`src/rtl/bgn_pkg.sv`:
```
// Package: shared constants and gate function encoding for the Boolean gate network.
// Assumes every gate has exactly four pins; the set/reset and select roles are tied to pin position.
package bgn_pkg;

    localparam int unsigned PINS = 4;
    localparam int unsigned FN_W = 3;

    typedef enum logic [FN_W-1:0] {
        FN_NONE = 3'd0,
        FN_AND  = 3'd1,
        FN_OR   = 3'd2,
        FN_XOR  = 3'd3,
        FN_MAJ  = 3'd4,
        FN_SR   = 3'd5,
        FN_SEL  = 3'd6,
        FN_BAD  = 3'd7
    } gate_fn_e;

endpackage

```
`src/rtl/bgn_pin_fetch.sv`:
```
// Module: fetches one gate pin from the available source vector and applies its inversion.
// Assumes avail holds inputs in the low bits and lower-numbered gate results above them.
// A pointer at or beyond LIMIT (the gate's own index or higher) is illegal and reads 0.
module bgn_pin_fetch #(
    parameter int unsigned SRC_N = 16,
    parameter int unsigned PTR_W = 4,
    parameter int unsigned LIMIT = 8
) (
    input  logic [SRC_N-1:0] avail,
    input  logic [PTR_W-1:0] ptr,
    input  logic             inv,
    input  logic             en,
    output logic             wire_val,
    output logic             ptr_err
);

    logic in_range;

    // Decide legality of the pointer, then select and invert the source.
    always_comb begin
        in_range = (int'(ptr) < int'(LIMIT));
        wire_val = in_range ? (avail[ptr] ^ inv) : 1'b0;
        ptr_err  = en & ~in_range;
    end

endmodule

```
`src/rtl/bgn_gate_cell.sv`:
```
// Module: evaluates one gate from its four post-inversion pin values and holds set/reset state.
// Assumes pin values are already inverted; disabled pins are masked here.
// Only a set/reset gate keeps state, cleared by synchronous reset or an initialise request.
module bgn_gate_cell
    import bgn_pkg::*;
(
    input  logic            clk,
    input  logic            rst_n,
    input  logic            init_req,
    input  logic [FN_W-1:0] func,
    input  logic [PINS-1:0] en,
    input  logic [PINS-1:0] wire_in,
    output logic            res,
    output logic            err_func,
    output logic            err_mask
);

    logic [PINS-1:0] act;
    logic [2:0]      n_en;
    logic [2:0]      n_act;
    logic            sr_q;
    logic            sr_next;
    gate_fn_e        fn;

    // Count set bits of a pin vector.
    function automatic logic [2:0] popc(input logic [PINS-1:0] v);
        logic [2:0] c;
        c = '0;
        for (int i = 0; i < int'(PINS); i++) c = c + 3'(v[i]);
        return c;
    endfunction

    // Mask pins by enable and count them.
    always_comb begin
        fn    = gate_fn_e'(func);
        act   = en & wire_in;
        n_en  = popc(en);
        n_act = popc(act);
    end

    // Set/reset priority: dominant reset, dominant set, reset, set, else hold.
    always_comb begin
        if (act[1])      sr_next = 1'b0;
        else if (act[0]) sr_next = 1'b1;
        else if (act[3]) sr_next = 1'b0;
        else if (act[2]) sr_next = 1'b1;
        else             sr_next = sr_q;
    end

    // Gate function and configuration checks.
    always_comb begin
        res      = 1'b0;
        err_func = 1'b0;
        err_mask = 1'b0;
        case (fn)
            FN_AND: res = (en != '0) && (act == en);
            FN_OR:  res = |act;
            FN_XOR: res = ^act;
            FN_MAJ: begin
                err_mask = (n_en < 3'd2);
                res      = !err_mask && ({n_act, 1'b0} > {1'b0, n_en});
            end
            FN_SR:  res = sr_next;
            FN_SEL: begin
                err_mask = !en[2] || (en[1:0] == 2'b00);
                res      = !err_mask && (act[2] ? act[1] : act[0]);
            end
            default: err_func = 1'b1;
        endcase
    end

    // Hold set/reset state; clear on reset, initialise, or a non-latch function.
    always_ff @(posedge clk) begin
        if (!rst_n || init_req) sr_q <= 1'b0;
        else                    sr_q <= (fn == FN_SR) ? sr_next : 1'b0;
    end

    a_r5_bad_func_zero: assert property (@(posedge clk) disable iff (!rst_n)
        err_func |-> !res);

    a_r6_maj_few_pins: assert property (@(posedge clk) disable iff (!rst_n)
        (fn == FN_MAJ && n_en < 3'd2) |-> (err_mask && !res));

    a_r7_reset_dominant: assert property (@(posedge clk) disable iff (!rst_n)
        (fn == FN_SR && act[1]) |-> !res);

    a_r7_sr_hold: assert property (@(posedge clk) disable iff (!rst_n)
        ($past(rst_n) && !$past(init_req) && $past(fn) == FN_SR && fn == FN_SR && act == '0)
        |-> (res == $past(res)));

    a_r8_sel_mask: assert property (@(posedge clk) disable iff (!rst_n)
        (fn == FN_SEL && !en[2]) |-> (err_mask && !res));

    a_r9_init_clears: assert property (@(posedge clk) disable iff (!rst_n)
        ($past(init_req) && fn == FN_SR && act == '0) |-> !res);

endmodule

```
`src/rtl/bool_gate_net.sv`:
```
// Module: top of the configurable Boolean gate network.
// Builds a ripple chain: gate g sees the inputs and the results of gates 0..g-1.
// Assumes configuration is held steady by its owner; all results except set/reset state are combinational.
module bool_gate_net
    import bgn_pkg::*;
#(
    parameter  int unsigned N_IN    = 8,
    parameter  int unsigned N_GATES = 8,
    localparam int unsigned SRC_N   = N_IN + N_GATES,
    localparam int unsigned PTR_W   = $clog2(SRC_N),
    localparam int unsigned N_PINS  = PINS * N_GATES
) (
    input  logic                      clk,
    input  logic                      rst_n,
    input  logic                      init_req,
    input  logic [N_IN-1:0]           in_bits,
    input  logic [N_GATES*FN_W-1:0]   cfg_func,
    input  logic [N_PINS-1:0]         cfg_en,
    input  logic [N_PINS-1:0]         cfg_inv,
    input  logic [N_PINS*PTR_W-1:0]   cfg_src,
    output logic [N_GATES-1:0]        gate_live,
    output logic [N_PINS-1:0]         wire_live,
    output logic [N_GATES-1:0]        err_func,
    output logic [N_GATES-1:0]        err_ptr,
    output logic [N_GATES-1:0]        err_mask
);

    for (genvar g = 0; g < int'(N_GATES); g++) begin : g_gate
        logic [SRC_N-1:0] avail;
        logic [PINS-1:0]  w;
        logic [PINS-1:0]  pe;
        logic [PINS-1:0]  en;
        logic             res;
        logic             ef;
        logic             em;

        // Sources visible to this gate: inputs plus results of lower gates.
        if (g == 0) begin : g_first
            assign avail = SRC_N'(in_bits);
        end else begin : g_next
            assign avail = g_gate[g-1].avail | (SRC_N'(g_gate[g-1].res) << (N_IN + g - 1));
        end

        for (genvar p = 0; p < int'(PINS); p++) begin : g_pin
            bgn_pin_fetch #(
                .SRC_N(SRC_N),
                .PTR_W(PTR_W),
                .LIMIT(N_IN + g)
            ) u_pin (
                .avail   (avail),
                .ptr     (cfg_src[(p*N_GATES+g)*PTR_W +: PTR_W]),
                .inv     (cfg_inv[p*N_GATES+g]),
                .en      (cfg_en[p*N_GATES+g]),
                .wire_val(w[p]),
                .ptr_err (pe[p])
            );
            assign en[p]                 = cfg_en[p*N_GATES+g];
            assign wire_live[p*N_GATES+g] = w[p];
        end

        bgn_gate_cell u_cell (
            .clk     (clk),
            .rst_n   (rst_n),
            .init_req(init_req),
            .func    (cfg_func[g*FN_W +: FN_W]),
            .en      (en),
            .wire_in (w),
            .res     (res),
            .err_func(ef),
            .err_mask(em)
        );

        assign gate_live[g] = res;
        assign err_func[g]  = ef;
        assign err_ptr[g]   = |pe;
        assign err_mask[g]  = em;
    end

endmodule

```
`config.mk`:
```
export PLATFORM = sky130hd
export DESIGN_NAME = bool_gate_net
export DESIGN_NICKNAME = d
export VERILOG_FILES = /design/src/rtl/bgn_pkg.sv /design/src/rtl/bgn_pin_fetch.sv /design/src/rtl/bgn_gate_cell.sv /design/src/rtl/bool_gate_net.sv
export SDC_FILE = /design/constraint.sdc
export NUM_CORES = 1
export LEC_CHECK = 0
export BUFFER_PORTS_ARGS = -buffer_cell sky130_fd_sc_hd__buf_2
export CAP_MARGIN = 25
export CORE_UTILIZATION = 50
export DETAILED_ROUTE_END_ITERATION = 8
export PLACE_DENSITY = 0.8
export SYNTH_ARGS = -nofsm -noshare
export SYNTH_HDL_FRONTEND = slang
export SYNTH_SLANG_ARGS = --single-unit
```
`constraint.sdc`:
```
create_clock -name clk -period 24.8 [get_ports clk]
set_input_delay 1.24 -clock clk [delete_from_list [all_inputs] [get_ports clk]]
set_output_delay 1.24 -clock clk [all_outputs]
set_load 0.1 [all_outputs]
```
## Word-level counts from Yosys, hierarchy flattened

Index checks and enable logic that the tools add are counted.

| word-level totals | value |
|---|---|
| register bits after elaboration | 8 |
| input port bits | 227 |
| output and inout bits | 64 |
| logic and storage cells | 585 |

| operators by class | value |
|---|---|
| add/sub/neg operators | 48 |
| order comparisons | 80 |
| equal/unequal tests | 56 |
| muxes and demuxes | 160 |
| bitwise logic cells | 119 |
| reductions and logical operators | 114 |

Operators with widths:

| cell | number |
|---|---|
| 4-bit by 5-bit < comparator with 1-bit output (second input constant) | 32 |
| 1-bit binary-select mux with 4-bit select | 32 |
| 4-bit < comparator (second input constant) | 32 |
| 1-bit two-way mux | 112 |
| 3-bit by 1-bit adder with 3-bit output | 32 |
| 3-bit == test (second input constant) | 24 |
| 4-bit OR reduction | 16 |
| 3-bit by 2-bit == test with 1-bit output (second input constant) | 16 |
| 1-bit one-hot mux with 6 select lines | 8 |
| 6-bit OR reduction | 8 |
| 1-bit NOT | 40 |
| 1-bit by 1-bit adder with 2-bit output | 16 |
| 1-bit bitwise AND | 32 |
| 4-bit bitwise AND | 8 |
| 4-bit == test | 8 |
| 4-bit by 3-bit > comparator with 1-bit output | 8 |
| 4-bit nonzero test | 8 |
| 4-bit parity | 8 |
| 1-bit XOR | 32 |
| 1-bit logical NOT | 25 |
| 3-bit by 1-bit == test with 1-bit output (second input constant) | 8 |
| 1-bit logical AND | 24 |
| 3-bit by 2-bit < comparator with 1-bit output (second input constant) | 8 |
| 2-bit logical NOT | 8 |
| other kinds (10) | 32 |

## Logic depth before layout (Yosys ltp)

Gate-level depths: netlist of run 1.

| depth | value |
|---|---|
| depth in word-level cells | 95 |
| mapped depth | 113 |
| mapped depth without buffers | 111 |

## Hierarchy

A second synthesis of run 1 with hierarchy kept.

| unflattened totals | value |
|---|---|
| cells, all modules | 873 |
| area, all modules | 8,652.0 µm² |

Modules (own cells, without submodules):

| module | times used | cells each | area each (µm²) | sequential area each (µm²) |
|---|---|---|---|---|
| bgn_gate_cell | 8 | 58 | 432.9 | 20.0 |
| bgn_pin_fetch at g_gate[1].g_pin[0].u_pin ... | 8 | 14 | 170.2 | 0.0 |
| bgn_pin_fetch at g_gate[5].g_pin[0].u_pin ... | 8 | 13 | 165.2 | 0.0 |
| bgn_pin_fetch at g_gate[6].g_pin[0].u_pin ... | 4 | 13 | 163.9 | 0.0 |
| bgn_pin_fetch at g_gate[2].g_pin[0].u_pin ... | 4 | 9 | 153.9 | 0.0 |
| bgn_pin_fetch at g_gate[4].g_pin[0].u_pin ... | 4 | 8 | 148.9 | 0.0 |
| bgn_pin_fetch at g_gate[0].g_pin[0].u_pin ... | 4 | 10 | 98.8 | 0.0 |
| bool_gate_net | 1 | 33 | 244.0 | 0.0 |

## Least setup slack after synthesis of run 1

OpenSTA, ideal clock, no wires.

| path | value |
|---|---|
| path type | input to output |
| start | input port cfg_src[0] |
| end | output port gate_live[7] |
| arrival | 23.289 ns |
| required time | 23.560 ns |
| slack | 0.271 ns |
| stages on the path | 102 |
| buffers on the path | 2 |
| cell sequence | mux4_2 mux2_2 mux2_4 ha_1 inv_1 fa_1 fa_1 nor4b_1 nor4_1 a32o_1 a31o_2 or4_4 a31oi_4 ha_1 inv_1 fa_1 fa_1 nor4b_1 [... 66 more ...] nor4b_1 or4_1 o21ai_0 a41oi_1 o211a_4 a2111oi_4 nand2b_1 a21o_1 nand2_1 fa_1 fa_1 nor4b_1 or4_1 a21oi_1 a31oi_1 o41ai_1 or4b_1 buf_4 |

| between the ends | value |
|---|---|
| elaborated cells on any way between the ends | 258 |
| those cells by class | add/sub (24); order compare (9); eq/ne (8); mux (133); bitwise (44); reduce/logical (40) |

RTL lines:

| what | line | source |
|---|---|---|
| start, declared | bool_gate_net.sv:20 | `input logic [N_PINS*PTR_W-1:0] cfg_src,` |
| 1-bit binary-select mux with 4-bit select | bgn_pin_fetch.sv:22 | `wire_val = in_range ? (avail[ptr] ^ inv) : 1'b0;` |
| 1-bit two-way mux (implied by the code) | bgn_pin_fetch.sv:22 |  |
| 1-bit XOR | bgn_pin_fetch.sv:22 |  |
| 1-bit two-way mux (*) | bgn_pin_fetch.sv:22 |  |
| 4-bit bitwise AND (*) | bgn_gate_cell.sv:36 | `act = en & wire_in;` |
| 1-bit by 1-bit adder with 2-bit output | bgn_gate_cell.sv:29 | `for (int i = 0; i < int'(PINS); i++) c = c + 3'(v[i]);` |
| 3-bit by 1-bit adder with 3-bit output (2 in series) | bgn_gate_cell.sv:29 |  |
| 4-bit by 3-bit > comparator with 1-bit output | bgn_gate_cell.sv:61 | `res = !err_mask && ({n_act, 1'b0} > {1'b0, n_en});` |
| [... 55 more ...] | -- |  |
| net g_gate[5].g_pin[1].u_pin.wire_val | bgn_pin_fetch.sv:13 | `output logic wire_val,` |
| [... 22 more ...] | -- |  |
| 1-bit XOR (*) | bgn_pin_fetch.sv:22 |  |
| 1-bit two-way mux (*) | bgn_pin_fetch.sv:22 |  |
| net g_gate[7].g_pin[3].u_pin.wire_val | bgn_pin_fetch.sv:13 |  |
| 4-bit bitwise AND (*) | bgn_gate_cell.sv:36 |  |
| 3-bit by 1-bit adder with 3-bit output / 1-bit two-way mux (equally long branches) | bgn_gate_cell.sv:29, bgn_gate_cell.sv:45 |  |
| 4-bit by 3-bit > comparator with 1-bit output / 1-bit two-way mux (equally long branches) | bgn_gate_cell.sv:61, bgn_gate_cell.sv:44 |  |
| 1-bit logical AND / 1-bit two-way mux (equally long branches) | bgn_gate_cell.sv:61, bgn_gate_cell.sv:43 |  |
| 1-bit one-hot mux with 6 select lines (*) | bgn_gate_cell.sv:55 | `case (fn)` |
| end, declared | bool_gate_net.sv:21 | `output logic [N_GATES-1:0] gate_live,` |

Mark *: on every way through the listed nets, which the timed path passes. The rest lies on a longest branch. The select of a mux whose other input is x is not followed.

## Worst setup path in the final report of run 1

| path | value |
|---|---|
| start | input port cfg_src[1] |
| end | output port gate_live[7] |

| between the ends | value |
|---|---|
| cells in the longest elaborated chain, start to end | 95 |
| elaborated cells on any way between the ends | 258 |
| those cells by class | add/sub (24); order compare (9); eq/ne (8); mux (133); bitwise (44); reduce/logical (40) |

Ends and longest elaborated chain:

| what | line |
|---|---|
| 1-bit binary-select mux with 4-bit select | bgn_pin_fetch.sv:22 |
| 1-bit two-way mux (implied by the code) | bgn_pin_fetch.sv:22 |
| 1-bit XOR | bgn_pin_fetch.sv:22 |
| 1-bit two-way mux (*) | bgn_pin_fetch.sv:22 |
| 4-bit bitwise AND (*) | bgn_gate_cell.sv:36 |
| 1-bit by 1-bit adder with 2-bit output | bgn_gate_cell.sv:29 |
| 3-bit by 1-bit adder with 3-bit output (2 in series) | bgn_gate_cell.sv:29 |
| 4-bit by 3-bit > comparator with 1-bit output | bgn_gate_cell.sv:61 |
| [... 77 more ...] | -- |
| 1-bit XOR | bgn_pin_fetch.sv:22 |
| 1-bit two-way mux | bgn_pin_fetch.sv:22 |
| 4-bit bitwise AND (*) | bgn_gate_cell.sv:36 |
| 1-bit by 1-bit adder with 2-bit output | bgn_gate_cell.sv:29 |
| 3-bit by 1-bit adder with 3-bit output (2 in series) | bgn_gate_cell.sv:29 |
| 4-bit by 3-bit > comparator with 1-bit output | bgn_gate_cell.sv:61 |
| 1-bit logical AND | bgn_gate_cell.sv:61 |
| 1-bit one-hot mux with 6 select lines (*) | bgn_gate_cell.sv:55 |

Every way passes the cells marked *; elsewhere a longest branch is shown, timed or not. The select of a mux whose other input is x is not followed.

==> impl_metrics.csv, run 1 <==
group,metric,value,unit
run,cap_violations,0,
drt,routedWlPerCell,19.1,um
synth,synth_top_flop_cell,"dfxtp_1",
placement,dpl.hpwl,27.6,mm
power_and_ir_drop,ir_drop,0.0277,mV
synth,syn_inst,1331,
global_routing,antenna_found_initial,6,
drt,met3_wirelength,3.21,mm
layout,seq_area,160,um^2
worst_setup_path,cp-end-kind,"output port",
global_routing,grt_pass1_wl,53.5,mm
floorplanning,die_h,144,um
clock_network,cts_max_level,1,
global_routing,grt_remaining_overflow,0,
synth,async_reset_ff_share,0,%
timing,finalMaxSlewViolations,0,
timing,hold_violations,0,
drt,top_layer,"met4",
layout,drive_gt1_share,34.0,%
worst_setup_path,worstPathMaxFanout,7,
drt,routed_via_density,6.28,
power_and_ir_drop,cellPowerDensity,39.4,nW/um^2
layout,nNetsFinal,1903,
layout,areaGrowthSynthToFinish,20.4,%
timing,max_slew_margin,50.1,%
layout,regMostFlops,"g_gate.u_cell.sr_q",
power_and_ir_drop,finalPower,479,uW
worst_setup_path,max_stage_delay,0.56,ns
timing,period_minus_slack,24.76,ns
worst_setup_path,crit_arrival,23.52,ns
layout,largest_reg_flops,8,
timing,final.hold.worst_slack,0.602,ns
floorplanning,start_util,51.4,%
power_and_ir_drop,p_leak,5.65,nW
layout,multi_input_area,8920,um^2
layout,top_regs,"g_gate.u_cell.sr_q x8",
synth,yosysWarnings,0,
synth,synth.distinct_cells,110,
drt,drcViolationCount,0,
clock_network,cts.reportedPaths.clkPinSlew,0.05,ns
timing,skew,0.00291,ns
timing,rsz0062_at_grt,"yes",
global_routing,grt_max_degree,30,
floorplanning,core,19700,um^2
worst_setup_path,worst-path-buf-inv,22,
outcome,status,"finished, final reports clean",
timing,timing.fmax,0.0404,GHz
drt,ant_nets,0,
synth,synth_edf_count,0,
global_routing,first_global_vias,10914,
timing,setup_tns,0,ns
layout,final_util,61.8,%
clock_network,clock_sinks,8,
timing,setup-violations-final,0,
worst_setup_path,critPathKind,"input port to output port",
floorplanning,dieArea,20800,um^2
synth,ys_seq_elements,8,
synth,syn_nets,1654,
placement,gp_congestion,0.990,
worst_setup_path,critPathSlowestCell,"or4b_4",
global_routing,grt_usage,32.7,%
worst_setup_path,crit_top_cell,"inv_1",
worst_setup_path,required,23.56,ns
worst_setup_path,startpoint,"cfg_src[1]",
drt,firstDrtPassIters,5,
clock_network,cts_tree,"done",
clock_network,root_buffer,"clkbuf_16",
placement,dp_cells,1818,
hold_path,holdCritPathClass,"flip-flop to flip-flop",
clock_network,cts_buffer_depth,2,
synth,syn_area_per_cell,7.58,um^2
drt,drt-total-wl,35.4,mm
floorplanning,dieWidth,144,um
timing,fin_crit_sh,99.8,%
timing,tightest_slew,0.737,ns
floorplanning,ios,291,
layout,nFillCells,1771,
placement,port-buffer-count,290,
worst_setup_path,setup.worst_path.start_class,"input port",
synth,syn_area,10100,um^2
hold_path,hold_start,"g_gate[6].u_cell.sr_q",
drt,vias,11626,
clock_network,clkLatencyLatePin,0.24,ns
clock_network,cts_hold_buf,0,
worst_setup_path,cpLargestDelayFamily,"adder cells",
drt,drt_iter0_drc,797,
worst_setup_path,r2r-start,"g_gate[0].u_cell.sr_q",
synth,yosysSeqAreaShare,1.59,%
drt,wl_met1,13.5,mm
clock_network,cts_buffers,3,
layout,final_cells,1850,
drt,met2WireLength,17.1,mm
floorplanning,rows,51,
-- what timing repair did --
| item | CTS | global route |
|---|---|---|
| endpoints found under the setup margin | 1 | 1 |
| buffers inserted | 6 | 15 |
| pin swaps | 9 | 42 |
| resized for setup | 23 | 31 |
| cloned | 0 | 1 |
-- cells by family (layout without fill, tap and decap cells) --
kind of cell	count (synthesis)	after routing	share of synthesized area, %
flip-flops	8	8	1.59
buffers and inverters	274	521	12.5
other	0	7	0
multiplexers	121	121	20.9
adder cells (fa/ha/maj)	96	96	13.7
XOR/XNOR	23	23	2.00
AO/OA/AOI/OAI	307	307	23.3
AND/OR/NAND/NOR	502	502	26.1
-- area by class of cell --
type	instances	area share (%)
inverters	163	5.12
multi-input cells	1049	73.4
diodes	7	0.144
clock buffers	3	0.618
repair buffers	355	16.7
well taps	265	2.73
flip-flops and latches	8	1.32
-- placed cells by master, fill, tap and decap left out, types with 18 or more instances in the layout --
master / n
nand2b_1: 31
nor3_1: 31
nor2b_1: 24
mux4_2: 68
mux2i_1: 31
ha_1: 72
o21ai_0: 49
nand3_1: 41
inv_1: 154
a21oi_1: 49
or3_1: 18
buf_2: 285
nand2_1: 118
a31oi_1: 20
nor2_1: 117
buf_4: 63
-- worst min-delay path, cell delays in order (launching register included) --
cell      delay, ns
dfxtp_1        0.32
o311ai_2       0.14
nor2_1         0.11
-- layer usage --
| metal | track usage [%] | vias up |
|---|---|---|
| met5 | 0 | - |
| li1 | - | 5349 |
| met2 | 57.0 | 660 |
| met1 | 39.3 | 5493 |
| met4 | 15.2 | 0 |
| met3 | 5.03 | 124 |
-- worst paths after layout --
kind,cells past startpoint,end,slack [ns]
worst max register to register,88,g_gate[7].u_cell.sr_q,6.44
worst max-delay path,108,gate_live[7],0.04
worst min register to register,2,g_gate[6].u_cell.sr_q,0.60
worst min-delay path,2,g_gate[6].u_cell.sr_q,0.60
-- through the flow --
step	instance area [um^2]	worst slack [ns]
after floorplan	10100	0.271
after detailed placement	11600	-0.668
final	12200	0.0385
after global placement	11600	0.0297
after CTS	11900	0.0452
after global routing	12100	-0.915
-- power by group --
part           internal [mW]  switching, mW  total (mW)
logic                  0.152          0.283       0.435
registers             0.0130      0.0000547      0.0131
clock network         0.0212        0.00973      0.0309
-- cells in the mapped netlist, types with 7 or more instances --
cell type | instances | area share, %
inv_1 | 154 | 5.7
nor2_1 | 120 | 4.5
nand2_1 | 118 | 4.4
ha_1 | 72 | 8.9
mux4_2 | 68 | 15
buf_4 | 57 | 4.2
a21oi_1 | 53 | 2.6
clkbuf_1 | 52 | 1.9
o21ai_0 | 50 | 2.5
nand3_1 | 41 | 2.0
nor3_1 | 33 | 1.6
nand2b_1 | 32 | 2.0
mux2i_1 | 31 | 3.1
fa_1 | 24 | 4.8
nor2b_1 | 24 | 1.5
a31oi_1 | 22 | 1.4
or3_1 | 19 | 1.2
o211ai_1 | 15 | 1.1
xnor2_1 | 15 | 1.3
a211o_1 | 13 | 1.1
nand4_1 | 13 | 0.81
nor3b_1 | 13 | 0.97
nor4b_1 | 13 | 1.1
nand3b_1 | 12 | 0.89
or4_1 | 12 | 0.89
a211oi_1 | 11 | 0.82
o22ai_1 | 11 | 0.68
mux2_2 | 10 | 1.1
and3_1 | 8 | 0.50
dfxtp_1 | 8 | 1.6
xor2_1 | 8 | 0.69
and2_1 | 7 | 0.43
nor4_1 | 7 | 0.43
o31a_1 | 7 | 0.61
o31ai_1 | 7 | 0.52
(Power assumes the default switching activity.)
==> run 2: changes to the inputs <==
CELL_PAD_IN_SITES_DETAIL_PLACEMENT = 0   (was not set)
CELL_PAD_IN_SITES_GLOBAL_PLACEMENT = 1   (was not set)
CORE_UTILIZATION = 36   (was 50)
PLACE_DENSITY = not set   (was 0.8)
PLACE_DENSITY_LB_ADDON = 0.1   (was not set)
==> run 2 against run 1 <==
Flip-flop and latch count unchanged. Largest cell class unchanged. Setup slack better by 0.16 ns. Critical path depth did not move. Power is 3.1% higher. Wire length is 6.7% higher. Clock power about the same. Fmax is 0.67% higher. Worst hold slack got worse by 0.0082 ns. Largest power group unchanged. Register-to-register slack improved by 0.39 ns. Die area up 38%.
==> impl_metrics.csv, run 2 (synthesis results as in run 1) <==
group,metric,value,unit
global_routing,grt_usage,25.8,%
layout,areaGrowthSynthToFinish,25.3,%
timing,finalMaxSlewViolations,0,
hold_path,hold_start,"g_gate[6].u_cell.sr_q",
power_and_ir_drop,ir_drop,0.0258,mV
worst_setup_path,crit_top_cell,"inv_1",
worst_setup_path,crit_arrival,23.36,ns
clock_network,cts_buffer_depth,2,
placement,gp_congestion,0.885,
layout,final_common_cell,"buf_2",
power_and_ir_drop,seqPwrFrac,2.6,%
drt,vias,11285,
worst_setup_path,worstPathMaxFanout,6,
global_routing,grt_max_degree,29,
timing,hold_violations,0,
timing,skew,0.00498,ns
timing,setup-violations-final,0,
worst_setup_path,cp-end-kind,"output port",
worst_setup_path,max_stage_delay,0.58,ns
clock_network,cts_buffers,3,
worst_setup_path,r2r-start,"g_gate[0].u_cell.sr_q",
layout,regMostFlops,"g_gate.u_cell.sr_q",
global_routing,grt_remaining_overflow,0,
layout,nFillCells,2792,
placement,dpl.hpwl,30.9,mm
timing,tightest_slew,0.741,ns
power_and_ir_drop,p_int,198,uW
layout,multi_input_area,8880,um^2
drt,drcViolationCount,0,
power_and_ir_drop,p_comb_share,91.1,%
worst_setup_path,startpoint,"cfg_src[0]",
clock_network,root_buffer,"clkbuf_16",
clock_network,cts_tree,"done",
floorplanning,ios,291,
layout,layout_common_cells,"285 x buf_2, 154 x inv_1, 119 x nor2_1",
drt,drt_iter0_drc,823,
timing,fin_crit_sh,99.2,%
layout,nNetsFinal,1956,
layout,seq_area,160,um^2
timing,period_minus_slack,24.60,ns
floorplanning,core,27300,um^2
placement,place_area,12300,um^2
timing,setup_slack,0.203,ns
floorplanning,dieWidth,169,um
timing,max_slew_margin,49.8,%
layout,fin_area,12700,um^2
timing,rsz0062_at_grt,"yes",
layout,top_regs,"g_gate.u_cell.sr_q x8",
outcome,status,"finished, final reports clean",
worst_setup_path,required,23.56,ns
worst_setup_path,critPathSlowestCell,"or4b_1",
timing,setup_tns,0,ns
layout,largest_reg_flops,8,
drt,ant_nets,0,
floorplanning,start_util,37.0,%
clock_network,clkLatencyLatePin,0.25,ns
power_and_ir_drop,p_switching,295,uW
global_routing,first_global_vias,10877,
worst_setup_path,critPathKind,"input port to output port",
worst_setup_path,setup.worst_path.start_class,"input port",
power_and_ir_drop,p_leak,5.91,nW
drt,routed_via_density,5.62,
power_and_ir_drop,p_sw_share,59.8,%
drt,routedWlPerCell,18.8,um
floorplanning,die_h,169,um
floorplanning,rows,60,
clock_network,cts.reportedPaths.clkPinSlew,0.05,ns
global_routing,antenna_found_initial,5,
placement,port-buffer-count,290,
clock_network,clock_sinks,8,
drt,drt-total-wl,37.7,mm
power_and_ir_drop,pwr-share-clk,6.3,%
layout,drive_gt1_share,35.9,%
power_and_ir_drop,cellPowerDensity,39.0,nW/um^2
clock_network,cts_hold_buf,0,
placement,dp_slack,-0.698,ns
clock_network,cts_max_level,1,
hold_path,holdCritPathClass,"flip-flop to flip-flop",
global_routing,grt_pass1_wl,58.7,mm
drt,firstDrtPassIters,5,
timing,timing.fmax,0.0407,GHz
floorplanning,dieArea,28700,um^2
run,cap_violations,0,
run 2: cell count changes in the layout (fill, tap and decap cells not counted), moves of 2 or more:
cell	delta
buf_4	+52
a31oi_2	+3
a31oi_1	-2
diode_2	-2
mux2_2	+2
mux2_4	-2
nor2_1	+2
o41ai_1	+2
o41ai_2	-2
run 2: repair_timing:
item,4_1_cts,5_1_grt
pin swaps,5,23
cloned,0,1
endpoints found under the setup margin,1,1
resized for setup,19,26
setup buffers,1,5
run 2: final timing paths:
| check | end | slack (ns) | depth (start not counted) |
|---|---|---|---|
| setup / recovery | gate_live[7] | 0.20 | 108 |
| hold / removal | g_gate[6].u_cell.sr_q | 0.59 | 2 |
| setup reg to reg | g_gate[7].u_cell.sr_q | 6.83 | 89 |
| hold reg to reg | g_gate[6].u_cell.sr_q | 0.59 | 2 |
run 2: routing by layer:
metal | wire length (um) | vias up | GRT usage (%)
li1 | - | 5451 | -
met1 | 17000 | 5416 | 34.7
met2 | 18300 | 379 | 45.0
met3 | 1870 | 39 | 1.89
met4 | 566 | 0 | 5.37
met5 | 0 | - | 0
run 2: power by group through the flow:
stage | logic, mW | clock network [mW] | registers [mW]
after floorplan | 0.313 | 0 | 0.0133
after global placement | 0.431 | 0 | 0.0133
after detailed placement | 0.434 | 0 | 0.0133
after CTS | 0.441 | 0.0318 | 0.0131
after global routing | 0.483 | 0.0319 | 0.0131
final | 0.450 | 0.0309 | 0.0131
run 2: layout make-up:
cell class | count | share of cell area, %
flip-flops and latches | 8 | 1.27
inverters | 163 | 4.90
clock buffers | 3 | 0.593
well taps | 372 | 3.68
repair buffers | 408 | 19.3
diodes | 5 | 0.0989
multi-input cells | 1049 | 70.2
run 2: worst max-delay path: cells and delay by family:
family | cells | cell delay, ns
AOI/OAI and AO/OA | 29 | 4.07
adders and majority gates | 24 | 8.21
buffers and inverters | 22 | 1.66
muxes | 5 | 1.64
and+or+nand+nor | 28 | 6.49
run 2: metrics by stage:
step / power, mW / utilization [%] / hold WS [ns] / std cells
2_1_floorplan: 0.326 / - / 0.556 / 1331
3_3_place_gp: 0.445 / 45.1 / 0.581 / 1993
3_5_place_dp: 0.447 / 45.1 / 0.585 / 1993
4_1_cts: 0.486 / 45.8 / 0.597 / 1997
5_1_grt: 0.528 / 46.4 / 0.669 / 2007
6_report: 0.494 / 46.4 / 0.593 / 2008
